## src/rtl/gnd_pkg.sv

```systemverilog
package gnd_pkg;

    typedef enum logic [1:0] {
        DV_IDLE = 2'd0,
        DV_RUN  = 2'd1,
        DV_FIX  = 2'd2
    } dv_state_t;

endpackage

```

## src/rtl/gnd_front.sv

```systemverilog
// Front stage: scale to the high-gain code scale and remove the per-gain offset.
module gnd_front #(
    parameter int IN_W   = 16,
    parameter int RATIO  = 100,
    parameter int NORM_W = 23
) (
    input  logic                     clk,
    input  logic                     rst,
    input  logic                     in_valid,
    input  logic signed [IN_W-1:0]   in_sample,
    input  logic                     in_gain_hi,
    input  logic                     in_cal,
    input  logic signed [NORM_W-1:0] off_lo,
    input  logic signed [NORM_W-1:0] off_hi,
    output logic                     s1_valid,
    output logic signed [NORM_W:0]   s1_corr,
    output logic                     s1_gain_hi,
    output logic                     s1_cal
);
    localparam int CORR_W = NORM_W + 1;
    localparam logic signed [NORM_W-1:0] RATIO_C = NORM_W'(RATIO);

    logic signed [NORM_W-1:0] ext;
    logic signed [NORM_W-1:0] norm;
    logic signed [NORM_W-1:0] off_sel;
    logic signed [CORR_W-1:0] corr;

    always_comb begin
        ext     = NORM_W'(in_sample);
        norm    = in_gain_hi ? ext : ext * RATIO_C;
        off_sel = in_gain_hi ? off_hi : off_lo;
        corr    = CORR_W'(norm) - (in_cal ? CORR_W'(0) : CORR_W'(off_sel));
    end

    always_ff @(posedge clk) begin
        if (rst) begin
            s1_valid   <= 1'b0;
            s1_corr    <= '0;
            s1_gain_hi <= 1'b0;
            s1_cal     <= 1'b0;
        end else begin
            s1_valid   <= in_valid;
            s1_corr    <= corr;
            s1_gain_hi <= in_gain_hi;
            s1_cal     <= in_cal;
        end
    end
endmodule

```

## src/rtl/gnd_accum.sv

```systemverilog
// Block accumulator: sums BLOCK_LEN corrected samples and hands the sum over.
module gnd_accum #(
    parameter int CORR_W    = 24,
    parameter int BLOCK_LEN = 72,
    parameter int SUM_W     = 31
) (
    input  logic                    clk,
    input  logic                    rst,
    input  logic                    s1_valid,
    input  logic signed [CORR_W-1:0] s1_corr,
    input  logic                    s1_gain_hi,
    input  logic                    s1_cal,
    output logic                    blk_go,
    output logic signed [SUM_W-1:0] blk_sum,
    output logic                    blk_cal_ok,
    output logic                    blk_gain_hi
);
    localparam int CNT_W = $clog2(BLOCK_LEN);
    localparam logic [CNT_W-1:0] LAST = CNT_W'(BLOCK_LEN - 1);

    logic signed [SUM_W-1:0] acc;
    logic signed [SUM_W-1:0] acc_nx;
    logic [CNT_W-1:0]        cnt;
    logic                    ref_gain;
    logic                    all_cal;
    logic                    uniform;
    logic                    first;
    logic                    gain_nx;
    logic                    cal_nx;
    logic                    uni_nx;

    always_comb begin
        first   = (cnt == '0);
        gain_nx = first ? s1_gain_hi : ref_gain;
        cal_nx  = (first | all_cal) & s1_cal;
        uni_nx  = (first | uniform) & (s1_gain_hi == gain_nx);
        acc_nx  = acc + SUM_W'(s1_corr);
    end

    always_ff @(posedge clk) begin
        if (rst) begin
            acc         <= '0;
            cnt         <= '0;
            ref_gain    <= 1'b0;
            all_cal     <= 1'b0;
            uniform     <= 1'b0;
            blk_go      <= 1'b0;
            blk_sum     <= '0;
            blk_cal_ok  <= 1'b0;
            blk_gain_hi <= 1'b0;
        end else begin
            blk_go <= 1'b0;
            if (s1_valid) begin
                if (cnt == LAST) begin
                    blk_go      <= 1'b1;
                    blk_sum     <= acc_nx;
                    blk_cal_ok  <= cal_nx & uni_nx;
                    blk_gain_hi <= gain_nx;
                    acc         <= '0;
                    cnt         <= '0;
                end else begin
                    acc <= acc_nx;
                    cnt <= cnt + 1'b1;
                end
                ref_gain <= gain_nx;
                all_cal  <= cal_nx;
                uniform  <= uni_nx;
            end
        end
    end
endmodule

```

## src/rtl/gnd_divider.sv

```systemverilog
// Bit-serial restoring divider by a constant, truncating toward zero, clamped output.
module gnd_divider
    import gnd_pkg::*;
#(
    parameter int SUM_W = 31,
    parameter int DEN   = 72,
    parameter int OUT_W = 23
) (
    input  logic                    clk,
    input  logic                    rst,
    input  logic                    go,
    input  logic signed [SUM_W-1:0] sum,
    output logic                    idle,
    output logic                    done,
    output logic signed [OUT_W-1:0] quot
);
    localparam int DEN_W  = $clog2(DEN + 1);
    localparam int STEP_W = $clog2(SUM_W);
    localparam logic [STEP_W-1:0] STEP_LAST = STEP_W'(SUM_W - 1);
    localparam logic [DEN_W:0]    DEN_C     = (DEN_W + 1)'(DEN);
    localparam logic [SUM_W-1:0]  POS_LIM   = SUM_W'((64'd1 << (OUT_W - 1)) - 64'd1);
    localparam logic [SUM_W-1:0]  NEG_LIM   = SUM_W'(64'd1 << (OUT_W - 1));
    localparam logic signed [OUT_W-1:0] OUT_MAX = {1'b0, {(OUT_W-1){1'b1}}};
    localparam logic signed [OUT_W-1:0] OUT_MIN = {1'b1, {(OUT_W-1){1'b0}}};

    dv_state_t state;
    dv_state_t nxt;

    logic [SUM_W-1:0]  mag;
    logic [DEN_W-1:0]  rem;
    logic [STEP_W-1:0] step;
    logic              neg;
    logic [DEN_W:0]    trial;
    logic              qbit;
    logic [DEN_W:0]    trial_sub;
    logic signed [SUM_W-1:0] sq;

    // state register
    always_ff @(posedge clk) begin
        if (rst) state <= DV_IDLE;
        else     state <= nxt;
    end

    // next state
    always_comb begin
        nxt = state;
        unique case (state)
            DV_IDLE: if (go) nxt = DV_RUN;
            DV_RUN:  if (step == STEP_LAST) nxt = DV_FIX;
            DV_FIX:  nxt = DV_IDLE;
            default: nxt = DV_IDLE;
        endcase
    end

    always_comb begin
        trial     = {rem, mag[SUM_W-1]};
        qbit      = (trial >= DEN_C);
        trial_sub = trial - DEN_C;
        sq        = neg ? -$signed(mag) : $signed(mag);
        idle      = (state == DV_IDLE);
    end

    // datapath and outputs
    always_ff @(posedge clk) begin
        if (rst) begin
            mag  <= '0;
            rem  <= '0;
            step <= '0;
            neg  <= 1'b0;
            done <= 1'b0;
            quot <= '0;
        end else begin
            done <= 1'b0;
            unique case (state)
                DV_IDLE: begin
                    if (go) begin
                        neg  <= sum[SUM_W-1];
                        mag  <= sum[SUM_W-1] ? SUM_W'(-sum) : SUM_W'(sum);
                        rem  <= '0;
                        step <= '0;
                    end
                end
                DV_RUN: begin
                    rem  <= qbit ? trial_sub[DEN_W-1:0] : trial[DEN_W-1:0];
                    mag  <= {mag[SUM_W-2:0], qbit};
                    step <= step + 1'b1;
                end
                DV_FIX: begin
                    done <= 1'b1;
                    if (!neg && mag > POS_LIM)     quot <= OUT_MAX;
                    else if (neg && mag > NEG_LIM) quot <= OUT_MIN;
                    else                           quot <= sq[OUT_W-1:0];
                end
                default: ;
            endcase
        end
    end
endmodule

```

## src/rtl/gain_norm_decim.sv

```systemverilog
// Top: gain normalization, per-gain offset removal, block averaging, offset learning.
module gain_norm_decim #(
    parameter int IN_W      = 16,
    parameter int RATIO     = 100,
    parameter int BLOCK_LEN = 72,
    localparam int OUT_W    = IN_W + $clog2(RATIO)
) (
    input  logic                    clk,
    input  logic                    rst,
    input  logic                    in_valid,
    input  logic signed [IN_W-1:0]  in_sample,
    input  logic                    in_gain_hi,
    input  logic                    in_cal,
    output logic                    out_valid,
    output logic signed [OUT_W-1:0] out_data
);
    localparam int NORM_W = OUT_W;
    localparam int CORR_W = NORM_W + 1;
    localparam int SUM_W  = CORR_W + $clog2(BLOCK_LEN);

    logic signed [NORM_W-1:0] off_lo;
    logic signed [NORM_W-1:0] off_hi;
    logic                     s1_valid;
    logic signed [CORR_W-1:0] s1_corr;
    logic                     s1_gain_hi;
    logic                     s1_cal;
    logic                     blk_go;
    logic signed [SUM_W-1:0]  blk_sum;
    logic                     blk_cal_ok;
    logic                     blk_gain_hi;
    logic                     div_idle;
    logic                     div_done;
    logic signed [OUT_W-1:0]  div_quot;
    logic                     pend_cal;
    logic                     pend_gain_hi;

    gnd_front #(.IN_W(IN_W), .RATIO(RATIO), .NORM_W(NORM_W)) u_front (
        .clk(clk), .rst(rst), .in_valid(in_valid), .in_sample(in_sample),
        .in_gain_hi(in_gain_hi), .in_cal(in_cal), .off_lo(off_lo), .off_hi(off_hi),
        .s1_valid(s1_valid), .s1_corr(s1_corr), .s1_gain_hi(s1_gain_hi), .s1_cal(s1_cal)
    );

    gnd_accum #(.CORR_W(CORR_W), .BLOCK_LEN(BLOCK_LEN), .SUM_W(SUM_W)) u_accum (
        .clk(clk), .rst(rst), .s1_valid(s1_valid), .s1_corr(s1_corr),
        .s1_gain_hi(s1_gain_hi), .s1_cal(s1_cal), .blk_go(blk_go), .blk_sum(blk_sum),
        .blk_cal_ok(blk_cal_ok), .blk_gain_hi(blk_gain_hi)
    );

    gnd_divider #(.SUM_W(SUM_W), .DEN(BLOCK_LEN), .OUT_W(OUT_W)) u_div (
        .clk(clk), .rst(rst), .go(blk_go), .sum(blk_sum),
        .idle(div_idle), .done(div_done), .quot(div_quot)
    );

    // calibration bookkeeping travels with the block into the divider
    always_ff @(posedge clk) begin
        if (rst) begin
            pend_cal     <= 1'b0;
            pend_gain_hi <= 1'b0;
            off_lo       <= '0;
            off_hi       <= '0;
        end else begin
            if (blk_go) begin
                pend_cal     <= blk_cal_ok;
                pend_gain_hi <= blk_gain_hi;
            end
            if (div_done && pend_cal) begin
                if (pend_gain_hi) off_hi <= div_quot;
                else              off_lo <= div_quot;
            end
        end
    end

    assign out_valid = div_done;
    assign out_data  = div_quot;
endmodule

```

## config.mk

```make
export PLATFORM = sky130hd
export DESIGN_NAME = gain_norm_decim
export DESIGN_NICKNAME = d
export VERILOG_FILES = /design/src/rtl/gnd_pkg.sv /design/src/rtl/gnd_front.sv /design/src/rtl/gnd_accum.sv /design/src/rtl/gnd_divider.sv /design/src/rtl/gain_norm_decim.sv
export SDC_FILE = /design/constraint.sdc
export NUM_CORES = 1
export LEC_CHECK = 0
export ABC_AREA = 1
export BUFFER_PORTS_ARGS = -buffer_cell sky130_fd_sc_hd__buf_2
export CAP_MARGIN = 25
export CORE_ASPECT_RATIO = 1.75
export CORE_UTILIZATION = 50
export DETAILED_ROUTE_END_ITERATION = 10
export PLACE_DENSITY_LB_ADDON = 0.12
export SYNTH_ARGS = -nofsm -noshare
export SYNTH_HDL_FRONTEND = slang
export SYNTH_SLANG_ARGS = --single-unit
```

## constraint.sdc

```tcl
create_clock -name clk -period 5 [get_ports clk]
set_clock_uncertainty 0.2 [all_clocks]
set_input_delay 0.25 -clock clk [delete_from_list [all_inputs] [get_ports clk]]
set_output_delay 0.25 -clock clk [all_outputs]
set_load 0.05 [all_outputs]
```

==> results.md, run 1 <==
* Vias in the first global route at 14200
* Die H at 231 um
* Ant diodes at 0
* Die span in x at 133 um
* Final ANT Viol Nets at 0
* Worst setup EP type: register
* Nets at 2445
* CTS clk-pin slew, worst paths at 0.06 ns
* Critical Path, Cell by Cell: dlygate4sd3_1 -> buf_2 -> ha_1 -> fa_1 -> ha_1 -> ha_1 -> fa_1 -> nand3_1 -> nand2_1 -> a21oi_1 -> xnor2_1 -> o21ai_0 -> inv_1 -> ha_1 -> nand2_1 -> nor2_1 -> inv_1 -> nor2_1 -> nand4_1 -> nand3_1 -> o21ai_0 -> a21oi_1
* Synthesis Warnings at 0
* CTS tree: done
* DRC errors left at 0
* Maximum VDD drop at 0.238 mV
* Die footprint at 0.0308 mm2
* Largest net degree at the start of global routing at 101
* Area leader, netlist: dfxtp_1
* Gpl congestion at 0.932
* Syn Nets at 2434
* Worst-case reg-to-reg path depth at 10
* Crit. Startpoint: in_sample[0]
* Slew HR at 26.0%
* Post-DP HPWL at 35.5 mm
* WP data arrival at 4.85 ns
* P_leak at 7.79 nW
* Final hold violations at 0
* Clock latency on the worst-skew pair at 0.55 ns
* CTS Buffer Depth at 3
* Cell Rows at 83
* Vias at 14700
* CTS H-tree depth at 1
* Outcome: completed
* Highest clock rate at 218 MHz
* Pre-CTS WS at 0.377 ns
* DRT Pass-1 Iters at 5
* Non-Filler Instances at 2696
* Crit path to: u_front.s1_corr[17]
* Worst Path Required at 5.27 ns
* Post-CTS Setup Inserts at 0
* Synth top cells by count: 560 x nand2_1, 282 x inv_1, 225 x nor2_1
* Setup tns final at 0 ns
* Most used cell, CP: ha_1
* Crit-path max FO at 4
* RSZ-0062 raised after global routing: false
* Overflow after GRT at 0
* Design Area, Final at 0.0163 mm2
* Area of the multi-input gates at 0.00917 mm2
* Worst setup path class: input pin to register
* Flops & latches, synth at 220
* Endpoints failing setup at 0
* Root Driver: clkbuf_16
* Layout cell share with drive strength beyond 1 at 7.13%
* Fin crit period at 4.58 ns
* Initial antenna violation count at 0
* R2R setup slack at 2.11 ns
* Worst setup margin at 0.416 ns
* HP Class: input pin to register
* Period utilization at 91.7%
* Seq/Total Area, Yosys at 29.3%
* TritonCTS buffer count at 23
* Maxcap violations at 0
* EDFF count, synth at 0
* Worst r2r dst: u_front.s1_corr[21]
* DP Area at 0.0155 mm2
* Worst path slowest cell: dlygate4sd3_1
* Placed Cells at 2652
* Netlist Area Pre-Place at 0.0150 mm2
* Iter 0 DRT Violations at 785
* IO Pins at 45
* Post-synth top flop: dfxtp_1
* Fillers at 3025
* P&R area growth vs syn at 8.69%
* Routed WL per cell at 17.1 um
* Asr flop ratio synth at 0%
* FF/Latch Area at 0.00440 mm2
* Synth area leaders: dfxtp_1 29%, nand2_1 14%, ha_1 9.1%
* Mean Syn Cell Area at 6.56 um2
* All-Layer GR Usage at 30.4%
* Crit Reg-Reg Startpoint: off_lo[18]
* Setup crit start kind: input pin
* Initial Util at 51.1%
* First-pass GRT wire length at 73.5 mm
* Fin. max-slew vios at 0
* Cell with the most instances after synthesis: nand2_1
* Worst-Margin Slew at 1.10 ns
* Post-Synthesis Cells at 2288
* Power Dens Cells at 327 mW/mm2
* Slowest stage delay, CP at 0.53 ns
* Number of buffers added on ports at 44
* Clk sinks at 220
* Total wire length at 46.0 mm
* Synth cell types at 49
* Post-synth top area share at 29.3%
* Vias per cell at 5.44
* CORE AREA at 0.0294 mm2
==> routing by layer <==
metal  global-route usage [%]  wire, um  vias up  share of wire (%)
li1                         -         -     7500                  -
met1                     32.0     17600     6734                 38
met2                     56.8     23700      317                 52
met3                     2.45      1320      114                2.9
met4                     20.8      3380        0                7.3
met5                        0         0        -                  0
==> state kept, by name, summed over array words and instances, names as in the netlist, 2 cells and up <==
register and flops:
u_accum.acc 31, off_hi 23, u_div.mag 31, u_div.quot 23, u_div.rem 7, u_accum.cnt 7
off_lo 23, u_div.state 2, u_div.step 5, u_front.s1_corr 24, u_accum.blk_sum 31
==> layout make-up <==
cell class	count	area share, %
timing repair buffer	61	2.19
clock inverter	10	0.874
tap	382	2.93
inverter	297	6.86
multi-input combinational	1696	56.2
sequential	220	27.0
clock buffer	30	3.99
==> cells by family after synthesis <==
group | share of synthesized area (%)
and+or+nand+nor | 29.7
AOI/OAI and AO/OA | 17.7
buffers and inverters | 9.70
DFF | 29.3
adders and majority gates | 11.2
xor gates and xnor gates | 2.39
==> stage by stage <==
stage | total power [mW] | util [%] | hold slack (ns)
detailed placement | 3.52 | 52.7 | 0.247
CTS | 5.36 | 55.5 | 0.0833
finish | 5.33 | 55.5 | 0.0850
global route | 5.66 | 55.5 | 0.110
global placement | 3.53 | 52.7 | 0.241
floorplan | 3.06 | - | 0.157
==> timing repair <==
action | in CTS | in global routing
resized for setup | 0 | 0
hold buffers | 4 | 0
hold endpoints to repair | 9 | 0
==> how the worst min path moves through the flow <==
| stage | start | to | slack (ns) | cells past startpoint |
|---|---|---|---|---|
| finish | in_sample[1] | u_front.s1_corr[1] | 0.08 | 4 |
| global route | in_sample[1] | u_front.s1_corr[1] | 0.11 | 4 |
| CTS | in_sample[1] | u_front.s1_corr[1] | 0.08 | 4 |
| detailed placement | off_hi[7] | off_hi[7] | 0.25 | 2 |
| global placement | off_hi[19] | off_hi[19] | 0.24 | 2 |
| floorplan | in_valid | u_front.s1_valid | 0.16 | 2 |
==> report_power, final <==
part	internal [mW]	switching, mW
Sequential	1.83	0.0591
Clock	1.08	0.746
Combinational	0.551	1.06
Total	3.46	1.87
==> placed cells by master (no fill, tap or decap), drive strengths merged <==
master	count
a21boi	1
a21o	9
a21oi	214
a22oi	25
a2bb2oi	2
a31oi	14
and2	3
and3	1
buf	57
bufinv	3
clkbuf	30
clkinv	6
clkinvlp	1
dfxtp	220
dlygate4sd3	4
fa	16
ha	109
inv	297
nand2	566
nand3	184
nand3b	8
nand4	24
nor2	232
nor3	24
nor4	1
o211ai	3
o21a	4
o21ai	182
o21bai	9
o22ai	12
o31a	1
o31ai	2
or2	8
or3	1
xnor2	13
xor2	28
==> worst max-delay path, delay by kind of cell <==
family | cells | cell delay [ns]
buffers and inverters | 4 | 0.84
AO/OA/AOI/OAI | 4 | 0.74
AND/OR/NAND/NOR | 7 | 0.84
adder cells (fa/ha/maj) | 6 | 2.05
XOR/XNOR | 1 | 0.13
No activity file was read; power rests on OpenSTA's default activity.
==> run 2: changes to the inputs <==
--- a/config.mk
+++ b/config.mk
@@ -12,6 +12,7 @@
 export CORE_UTILIZATION = 50
 export DETAILED_ROUTE_END_ITERATION = 10
 export PLACE_DENSITY_LB_ADDON = 0.12
+export RECOVER_POWER = 100
 export SYNTH_ARGS = -nofsm -noshare
 export SYNTH_HDL_FRONTEND = slang
 export SYNTH_SLANG_ARGS = --single-unit
==> results.md, run 2 (synthesized netlist as in run 1, its figures left out) <==
* Worst-case reg-to-reg path depth at 7
* Int Power at 3.46 mW
* Final hold violations at 0
* CTS Buffer Depth at 3
* Initial Util at 51.1%
* Most common cell after layout, fill and taps aside: nand2_1
* Worst-case hold path end point: u_front.s1_corr[1]
* Total wire length at 46.0 mm
* RSZ-0062 raised after global routing: false
* Highest clock rate at 218 MHz
* Initial antenna violation count at 0
* Die footprint at 0.0308 mm2
* Cell Rows at 83
* Post-DP HPWL at 35.5 mm
* Overflow after GRT at 0
* Clock latency on the worst-skew pair at 0.55 ns
* Worst Path Required at 5.26 ns
* Commonest cells after routing, fill and taps aside: 561 x nand2_1, 282 x inv_1, 223 x nor2_1
* Comb pwr share at 30.2%
* Hold path depth at 4
* Setup tns final at 0 ns
* IO Pins at 45
* Hold path start: in_sample[1]
* Number of buffers added on ports at 44
* R2R setup slack at 1.27 ns
* Endpoints failing setup at 0
* Critical Path, Cell by Cell: dlygate4sd3_1 -> buf_2 -> ha_1 -> fa_1 -> ha_1 -> ha_1 -> fa_1 -> nand3_1 -> nand2_1 -> a21oi_1 -> xnor2_1 -> o21ai_0 -> inv_1 -> ha_1 -> nand2_1 -> nor2_1 -> inv_1 -> nor2_1 -> nand4_1 -> nand3_1 -> o21ai_0 -> a21oi_1
* Crit-path max FO at 4
* Most used cell, CP: ha_1
* HP Class: input pin to register
* Area of the multi-input gates at 0.00917 mm2
* Clock group share of total power at 34.3%
* Slew HR at -165%
* Largest registers: u_accum.acc: 31 flops, u_accum.blk_sum: 31 flops, u_div.mag: 31 flops
* Placed Cells at 2652
* Vias per cell at 5.43
* CORE AREA at 0.0294 mm2
* Non-Filler Instances at 2696
* Final ANT Viol Nets at 0
* P_sw at 1.87 mW
* Root Driver: clkbuf_16
* CTS clk-pin slew, worst paths at 0.06 ns
* Ant diodes at 0
* Worst path slowest cell: dlygate4sd3_1
* Share of power burned in registers at 35.5%
* Setup crit start kind: input pin
* Maxcap violations at 3
* Worst-Margin Slew at 3.98 ns
* Iter 0 DRT Violations at 745
* Worst setup EP type: register
* Die H at 231 um
* Power Dens Cells at 328 mW/mm2
* First-pass GRT wire length at 73.5 mm
* Clk sinks at 220
* Worst setup path class: input pin to register
* Fin. max-slew vios at 219
* CTS tree: done
* Slowest stage delay, CP at 0.53 ns
* Post-CTS Setup Inserts at 0
* DRC errors left at 0
* Vias at 14600
* P_leak at 7.67 nW
* Layout cell share with drive strength beyond 1 at 5.79%
* Failing checks: capacitance limit, slew limit
* Switching Fraction at 35.1%
* Gpl congestion at 0.932
* Vias in the first global route at 14200
* Fin crit period at 4.58 ns
* CTS H-tree depth at 1
* Nets at 2445
* TritonCTS buffer count at 23
* P&R area growth vs syn at 8.39%
* DRT Pass-1 Iters at 5
* Fillers at 3043
* WP data arrival at 4.84 ns
* FF/Latch Area at 0.00440 mm2
* Maximum VDD drop at 0.243 mV
* Die span in x at 133 um
* Crit Reg-Reg Startpoint: u_front.s1_valid
* Worst r2r dst: u_accum.blk_sum[10]
* Period utilization at 91.5%
* Routed WL per cell at 17.1 um
* Largest net degree at the start of global routing at 101
* All-Layer GR Usage at 30.4%
* Outcome: finished with violations
==> run 2: power by group through the flow <==
stage	Combinational (mW)	Clock [mW]	Sequential (mW)
after floorplan	1.16	0	1.90
after global placement	1.59	0	1.93
after detailed placement	1.59	0	1.93
after CTS	1.61	1.86	1.89
after global routing	1.82	1.94	1.90
final	1.61	1.83	1.89
==> run 2: critical path: cells and delay by family <==
kind	cells	cell delay (ns)
adder cells (fa/ha/maj)	6	2.04
AND/OR/NAND/NOR	7	0.85
buffers and inverters	4	0.84
AO/OA/AOI/OAI	4	0.74
XOR/XNOR	1	0.12
==> run 2: worst max-delay path by stage <==
stage | start | to | slack, ns | cells past startpoint
after floorplan | in_sample[1] | u_front.s1_corr[18] | 0.99 | 22
after global placement | in_sample[1] | u_front.s1_corr[20] | 0.41 | 21
after detailed placement | in_sample[1] | u_front.s1_corr[17] | 0.38 | 21
after CTS | in_sample[0] | u_front.s1_corr[17] | 0.50 | 22
after global routing | in_sample[0] | u_front.s1_corr[18] | 0.06 | 26
final | in_sample[0] | u_front.s1_corr[17] | 0.42 | 22
==> run 2: area by class of cell <==
class	instances	area share (%)
well taps	382	2.94
flip-flops and latches	220	27.1
clock inverters	10	0.876
inverters	297	6.88
clock buffers	30	4.00
multi-input cells	1696	56.3
repair buffers	61	1.94
==> run 2: metal layers <==
metal	GRT usage (%)	vias to the layer above	wire (um)
met5	0	-	0
met4	20.8	0	3380
met3	2.45	115	1280
met2	56.8	291	23700
met1	32.0	6724	17700
li1	-	7503	-
==> run 2: per-stage QoR <==
step | util (%) | setup WS, ns | hold WS, ns | power [mW] | area, um2
6_report | 55.4 | 0.423 | 0.103 | 5.33 | 16300
3_3_place_gp | 52.7 | 0.413 | 0.241 | 3.53 | 15500
5_1_grt | 55.4 | 0.0605 | 0.110 | 5.66 | 16300
2_1_floorplan | - | 0.991 | 0.157 | 3.06 | 15000
3_5_place_dp | 52.7 | 0.377 | 0.247 | 3.52 | 15500
4_1_cts | 55.5 | 0.501 | 0.0833 | 5.36 | 16300
==> run 2: timing repair <==
| item | in CTS | in global routing |
|---|---|---|
| hold endpoints to repair | 9 | 0 |
| gates resized for setup | 0 | 0 |
| hold buffers | 4 | 0 |
